==> config.mk <==
export PLATFORM = sky130hd
export DESIGN_NAME = d10_divider
export DESIGN_NICKNAME = d
export VERILOG_FILES = /design/src/rtl/d10_pkg.sv /design/src/rtl/d10_capture.sv /design/src/rtl/d10_recip_mul.sv /design/src/rtl/d10_quot_rem.sv /design/src/rtl/d10_divider.sv
export SDC_FILE = /design/constraint.sdc
export NUM_CORES = 1
export LEC_CHECK = 0
export BUFFER_PORTS_ARGS = -buffer_cell sky130_fd_sc_hd__buf_2
export CORE_AREA = 3 3 182 184
export CTS_CLUSTER_DIAMETER = 100
export CTS_CLUSTER_SIZE = 10
export DETAILED_ROUTE_END_ITERATION = 7
export DIE_AREA = 0 0 185 187
export GPL_ROUTABILITY_DRIVEN = 0
export PLACE_DENSITY_LB_ADDON = 0.3
export SKIP_CTS_REPAIR_TIMING = 1
export SYNTH_ARGS = -nofsm -noshare
export SYNTH_HDL_FRONTEND = slang
export SYNTH_SLANG_ARGS = --single-unit
==> constraint.sdc <==
create_clock -name clk -period 10.2 [get_ports clk]
set_input_delay 0.51 -clock clk [delete_from_list [all_inputs] [get_ports clk]]
set_output_delay 0.51 -clock clk [all_outputs]
set_load 0.1 [all_outputs]
==> src/rtl/d10_pkg.sv <==
package d10_pkg;

    localparam int REM_W = 4;

    // Fixed-point reciprocal of ten, scaled by 2^(w+3), rounded up.
    function automatic logic [63:0] recip_const(input int unsigned w);
        return ((64'd1 << (w + 3)) + 64'd9) / 64'd10;
    endfunction

endpackage

==> src/rtl/d10_capture.sv <==
module d10_capture #(
    parameter int W = 32
) (
    input  logic         clk,
    input  logic         rst,
    input  logic         v_i,
    input  logic [W-1:0] x_i,
    output logic         v_q,
    output logic [W-1:0] x_q
);

    always_ff @(posedge clk) begin
        if (rst) v_q <= 1'b0;
        else     v_q <= v_i;
    end

    always_ff @(posedge clk) begin
        x_q <= x_i;
    end

    // a reset edge leaves the first stage empty
    assert_reset_clears_R5: assert property (@(posedge clk) rst |=> !v_q);

endmodule

==> src/rtl/d10_recip_mul.sv <==
module d10_recip_mul #(
    parameter int           W     = 32,
    parameter logic [W-1:0] RECIP = '1
) (
    input  logic         clk,
    input  logic         rst,
    input  logic         v_i,
    input  logic [W-1:0] x_i,
    output logic         v_q,
    output logic [W-1:0] x_q,
    output logic [W-1:0] hi_q
);

    localparam int PW = 2 * W;

    logic [W-1:0] hi_next;

    always_comb begin
        hi_next = W'((PW'(x_i) * PW'(RECIP)) >> W);
    end

    always_ff @(posedge clk) begin
        if (rst) v_q <= 1'b0;
        else     v_q <= v_i;
    end

    always_ff @(posedge clk) begin
        x_q  <= x_i;
        hi_q <= hi_next;
    end

    // the scaled reciprocal is slightly above 0.8, so the high word never exceeds the input
    assert_hi_bound_R6: assert property (@(posedge clk) disable iff (rst)
        v_q |-> (hi_q <= x_q));

endmodule

==> src/rtl/d10_quot_rem.sv <==
module d10_quot_rem #(
    parameter int W = 32
) (
    input  logic                     clk,
    input  logic                     rst,
    input  logic                     v_i,
    input  logic [W-1:0]             x_i,
    input  logic [W-1:0]             hi_i,
    output logic                     v_q,
    output logic [W-1:0]             q_q,
    output logic [d10_pkg::REM_W-1:0] r_q
);

    import d10_pkg::*;

    logic [W-1:0]     q_next;
    logic [REM_W-1:0] r_next;

    always_comb begin
        q_next = hi_i >> 3;
        // ten times q is (q << 3) + (q << 1); only the low bits survive
        r_next = REM_W'(x_i - ((q_next << 3) + (q_next << 1)));
    end

    always_ff @(posedge clk) begin
        if (rst) v_q <= 1'b0;
        else     v_q <= v_i;
    end

    always_ff @(posedge clk) begin
        q_q <= q_next;
        r_q <= r_next;
    end

    // remainder stays below the divisor
    assert_rem_range_R2: assert property (@(posedge clk) disable iff (rst)
        v_q |-> (r_q < REM_W'(10)));

endmodule

==> src/rtl/d10_divider.sv <==
module d10_divider #(
    parameter int W = 32
) (
    input  logic                      clk,
    input  logic                      rst,
    input  logic                      in_valid,
    input  logic [W-1:0]              in_data,
    output logic                      out_valid,
    output logic [W-1:0]              out_quot,
    output logic [d10_pkg::REM_W-1:0] out_rem
);

    import d10_pkg::*;

    localparam logic [63:0]  RECIP_FULL = recip_const(W);
    localparam logic [W-1:0] RECIP      = RECIP_FULL[W-1:0];

    logic         s1_v;
    logic [W-1:0] s1_x;
    logic         s2_v;
    logic [W-1:0] s2_x;
    logic [W-1:0] s2_hi;

    d10_capture #(.W(W)) u_capture (
        .clk (clk),
        .rst (rst),
        .v_i (in_valid),
        .x_i (in_data),
        .v_q (s1_v),
        .x_q (s1_x)
    );

    d10_recip_mul #(.W(W), .RECIP(RECIP)) u_mul (
        .clk  (clk),
        .rst  (rst),
        .v_i  (s1_v),
        .x_i  (s1_x),
        .v_q  (s2_v),
        .x_q  (s2_x),
        .hi_q (s2_hi)
    );

    d10_quot_rem #(.W(W)) u_quot_rem (
        .clk  (clk),
        .rst  (rst),
        .v_i  (s2_v),
        .x_i  (s2_x),
        .hi_i (s2_hi),
        .v_q  (out_valid),
        .q_q  (out_quot),
        .r_q  (out_rem)
    );

    // an accepted word emerges three edges later
    assert_latency_R3: assert property (@(posedge clk) disable iff (rst)
        in_valid |-> ##3 out_valid);

    // an idle cycle emerges as a gap three edges later
    assert_gap_R4: assert property (@(posedge clk) disable iff (rst)
        !in_valid |-> ##3 !out_valid);

    // quotient and remainder rebuild the dividend from three cycles back
    assert_exact_R1: assert property (@(posedge clk) disable iff (rst)
        out_valid |-> ((64'(out_quot) * 64'd10 + 64'(out_rem)) == 64'($past(in_data, 3))));

endmodule

==> results.json <==
{
  "clk_latency_ns": 0.40,
  "grt_pass1_vias": 15160,
  "vias": 13780,
  "r2r_slack_ns": 2.77,
  "area_growth_pct": 5.437,
  "min_to": "u_capture.x_q[16]",
  "cp_num_buf_inv": 6,
  "vias_per_cell": 5.774,
  "multi_input_area_um2": 15360,
  "drt-total-wl_um": 51550,
  "nets": 2752,
  "drive_above_1_share_pct": 5.542,
  "synth_area_um2": 19580,
  "slowest_stage": "dfxtp_1",
  "min_path_cells": 1,
  "path_cells": "ha_1 -> inv_1 -> fa_1 -> inv_1 -> fa_1 -> inv_1 -> fa_1 -> inv_1 -> fa_1 -> fa_1 -> fa_1 -> inv_1 -> fa_1 -> inv_1 -> ha_1 -> a21oi_2 -> o21ai_2 -> nor4b_4 -> o311ai_1 -> a21oi_2 -> nor4_1 -> or4b_1 -> nand4_1",
  "grt_usage_pct": 31.31,
  "cts_made_buffers": 9,
  "skew_ns": 0.02371,
  "ioPinCount": 72,
  "synth_compound_area_share_pct": 7.890,
  "final-max-slew-violation-count": 0,
  "die_w_um": 185,
  "critical-path-max-stage-delay_ns": 0.57,
  "synth-async-reset-ratio_pct": 0,
  "worst_ep_required_time_ns": 10.51,
  "cts.path.max_buffers": 2,
  "dieArea_um2": 34600,
  "place_area_um2": 20330,
  "synth-edff-count": 0,
  "grt_max_degree": 22,
  "r2r-end": "u_mul.hi_q[29]",
  "criticalPathCategory": "flop to flop",
  "yosys.area_share.simple_pct": 5.188,
  "antenna_found_initial": 0,
  "worstHoldStart": "in_data[16]",
  "cpMostUsedCell": "fa_1",
  "worstReg2RegStart": "u_capture.x_q[16]",
  "rsz0062_at_grt": "false",
  "drc": 0,
  "seqCellArea_um2": 2022,
  "hold_viol_final": 0,
  "die_y_um": 187,
  "synthAdderAreaFrac_pct": 61.92,
  "cts_tree": "yes",
  "period_share_pct": 72.85,
  "fmax_ghz": 0.1346,
  "fin_crit_ns": 7.431,
  "r2r_cells": 23,
  "diodes": 0,
  "ys_warn_count": 0,
  "clock_sinks": 101,
  "endpoint_kind": "flop",
  "drt_iter0_drc": 1303,
  "maxCapViolCount": 0,
  "fill_cells": 2543,
  "status": "finished clean",
  "first_pass_iters": 6,
  "worst_pin_slew_ns": 0.7514,
  "worstHoldPathType": "input port to flop",
  "fin_tns_setup_ns": 0,
  "start_util_pct": 62.06,
  "cts-htree-levels": 3,
  "rows": 65,
  "grt_overflow": 0,
  "crit_family": "adder cells",
  "cp_max_fo": 6,
  "slew_headroom_pct": 49.74,
  "syn_inst": 1922,
  "synth_cell_types": 68,
  "routedWlPerCell_um": 21.60,
  "design_area_um2": 20650,
  "synth_top_family_by_area": "adder cells",
  "core-area_um2": 31560,
  "clk_pin_slew_ns": 0.10,
  "antenna_left": 0,
  "cp_data_arrival_time_ns": 7.74,
  "synth_top_flop_cell": "dfxtp_1",
  "synth.area.mux_share_pct": 0.2108,
  "cp-start-kind": "flop",
  "synth_xor_xnor_area_share_pct": 3.175,
  "ys_ff_latch": 101,
  "finalSetupViolCount": 0,
  "port_buffers": 68,
  "syn-mean-instance-area_um2": 10.19,
  "dp_hpwl_um": 45850,
  "grt_pass1_wl_um": 81780,
  "ys_seq_area_share_pct": 10.32,
  "clock-root-buffer": "clkbuf_16"
}
metrics by stage:
step	util, %	worst slack (ns)	hold slack [ns]	cells
final	65.44	2.769	0.2066	2387
after detailed placement	64.44	2.987	0.3121	2371
after floorplan	-	3.885	0.3096	1924
after global placement	64.44	3.106	0.3112	2371
after global routing	65.44	2.569	0.1897	2387
after CTS	65.44	2.867	0.1857	2387
worst register-to-register path, stage by stage (launching register included):
cell      delay [ns]
dfxtp_1         0.57
ha_1            0.47
inv_1           0.20
fa_1            0.54
inv_1           0.05
fa_1            0.52
inv_1           0.07
fa_1            0.54
inv_1           0.07
fa_1            0.49
fa_1            0.41
fa_1            0.52
inv_1           0.07
fa_1            0.51
inv_1           0.05
ha_1            0.37
a21oi_2         0.23
o21ai_2         0.12
nor4b_4         0.35
o311ai_1        0.27
a21oi_2         0.20
nor4_1          0.11
or4b_1          0.53
nand4_1         0.12
layout by cell type (no fill, tap or decap), types with 14 or more instances in the layout:
cell type	n
o21ai_0	34
xnor2_1	37
inv_1	561
ha_1	350
buf_2	68
fa_1	387
nor3_1	17
nor2_1	31
nand4_1	14
a21oi_1	63
dfxtp_1	101
xor2_1	34
nand3_1	21
nand2_1	57
a21o_1	37
a211oi_1	15
cell families after synthesis:
logic type / after synthesis
fa+ha+maj: 737
buf+inv: 584
compound gates: 226
simple gates: 198
flops: 101
xor+xnor: 71
mux: 4
other cells: 1
area by class of cell:
cell class,instances,share of cell area [%]
multi-input combinational,1239,74.40
clock buffer,9,1.091
inverter,561,10.20
timing repair buffer,68,1.648
sequential,101,9.792
tap,402,2.436
clock inverter,7,0.4363
worst max-delay path by stage:
stage / depth (start not counted) / slack, ns / to / startpoint
5_1_grt: 23 / 2.57 / u_mul.hi_q[29] / u_capture.x_q[16]
3_5_place_dp: 23 / 2.99 / u_mul.hi_q[29] / u_capture.x_q[16]
2_1_floorplan: 23 / 3.89 / u_mul.hi_q[29] / u_capture.x_q[18]
3_3_place_gp: 23 / 3.11 / u_mul.hi_q[29] / u_capture.x_q[16]
6_report: 23 / 2.77 / u_mul.hi_q[29] / u_capture.x_q[16]
4_1_cts: 23 / 2.87 / u_mul.hi_q[29] / u_capture.x_q[16]
metal layers:
metal	vias up	GRT usage, %	wire length (µm)
li1	6097	-	-
met1	6889	37.98	18880
met2	625	51.92	25430
met3	171	6.398	3677
met4	0	17.63	3567
met5	-	0	0
state kept, by name, summed over array words and instances, names as in the netlist:
signal and count:
u_mul.hi_q 29, u_mul.x_q 4, u_quot_rem.r_q 4, u_capture.x_q 32, u_quot_rem.v_q 1, u_mul.v_q 1
u_quot_rem.q_q 29, u_capture.v_q 1
synthesized netlist by cell type (2+ instances only):
master	instances	share of area, %
o21ai_0	34	0.87
inv_1	561	11
o211ai_1	8	0.31
xnor2_1	37	1.7
or2_2	4	0.13
nor3_1	17	0.43
o21a_1	7	0.27
nand4b_1	2	0.089
a31oi_1	8	0.26
a41o_1	2	0.10
a221o_1	2	0.10
nor4_1	5	0.16
a211oi_2	3	0.19
a21oi_1	63	1.6
xor2_1	34	1.5
ha_1	350	22
a311oi_1	2	0.089
a21boi_1	2	0.077
nand2b_1	9	0.29
a211oi_1	15	0.58
clkbuf_2	2	0.051
o21ai_1	2	0.051
dfxtp_1	101	10
nor2_1	31	0.59
and3_1	11	0.35
nand3_1	21	0.54
fa_1	387	40
nand2_1	57	1.1
nand4_1	14	0.45
and2_1	11	0.35
buf_4	3	0.11
mux2i_1	3	0.15
clkbuf_1	17	0.33
a211o_1	5	0.22
a21o_1	37	1.4
o311ai_1	2	0.089
o21bai_1	6	0.23
a21oi_2	7	0.31
nor2b_1	8	0.26
o221ai_1	4	0.18
Power is not shown: default switching activity piles up to over one toggle a cycle in this logic, so the estimate is an artifact.
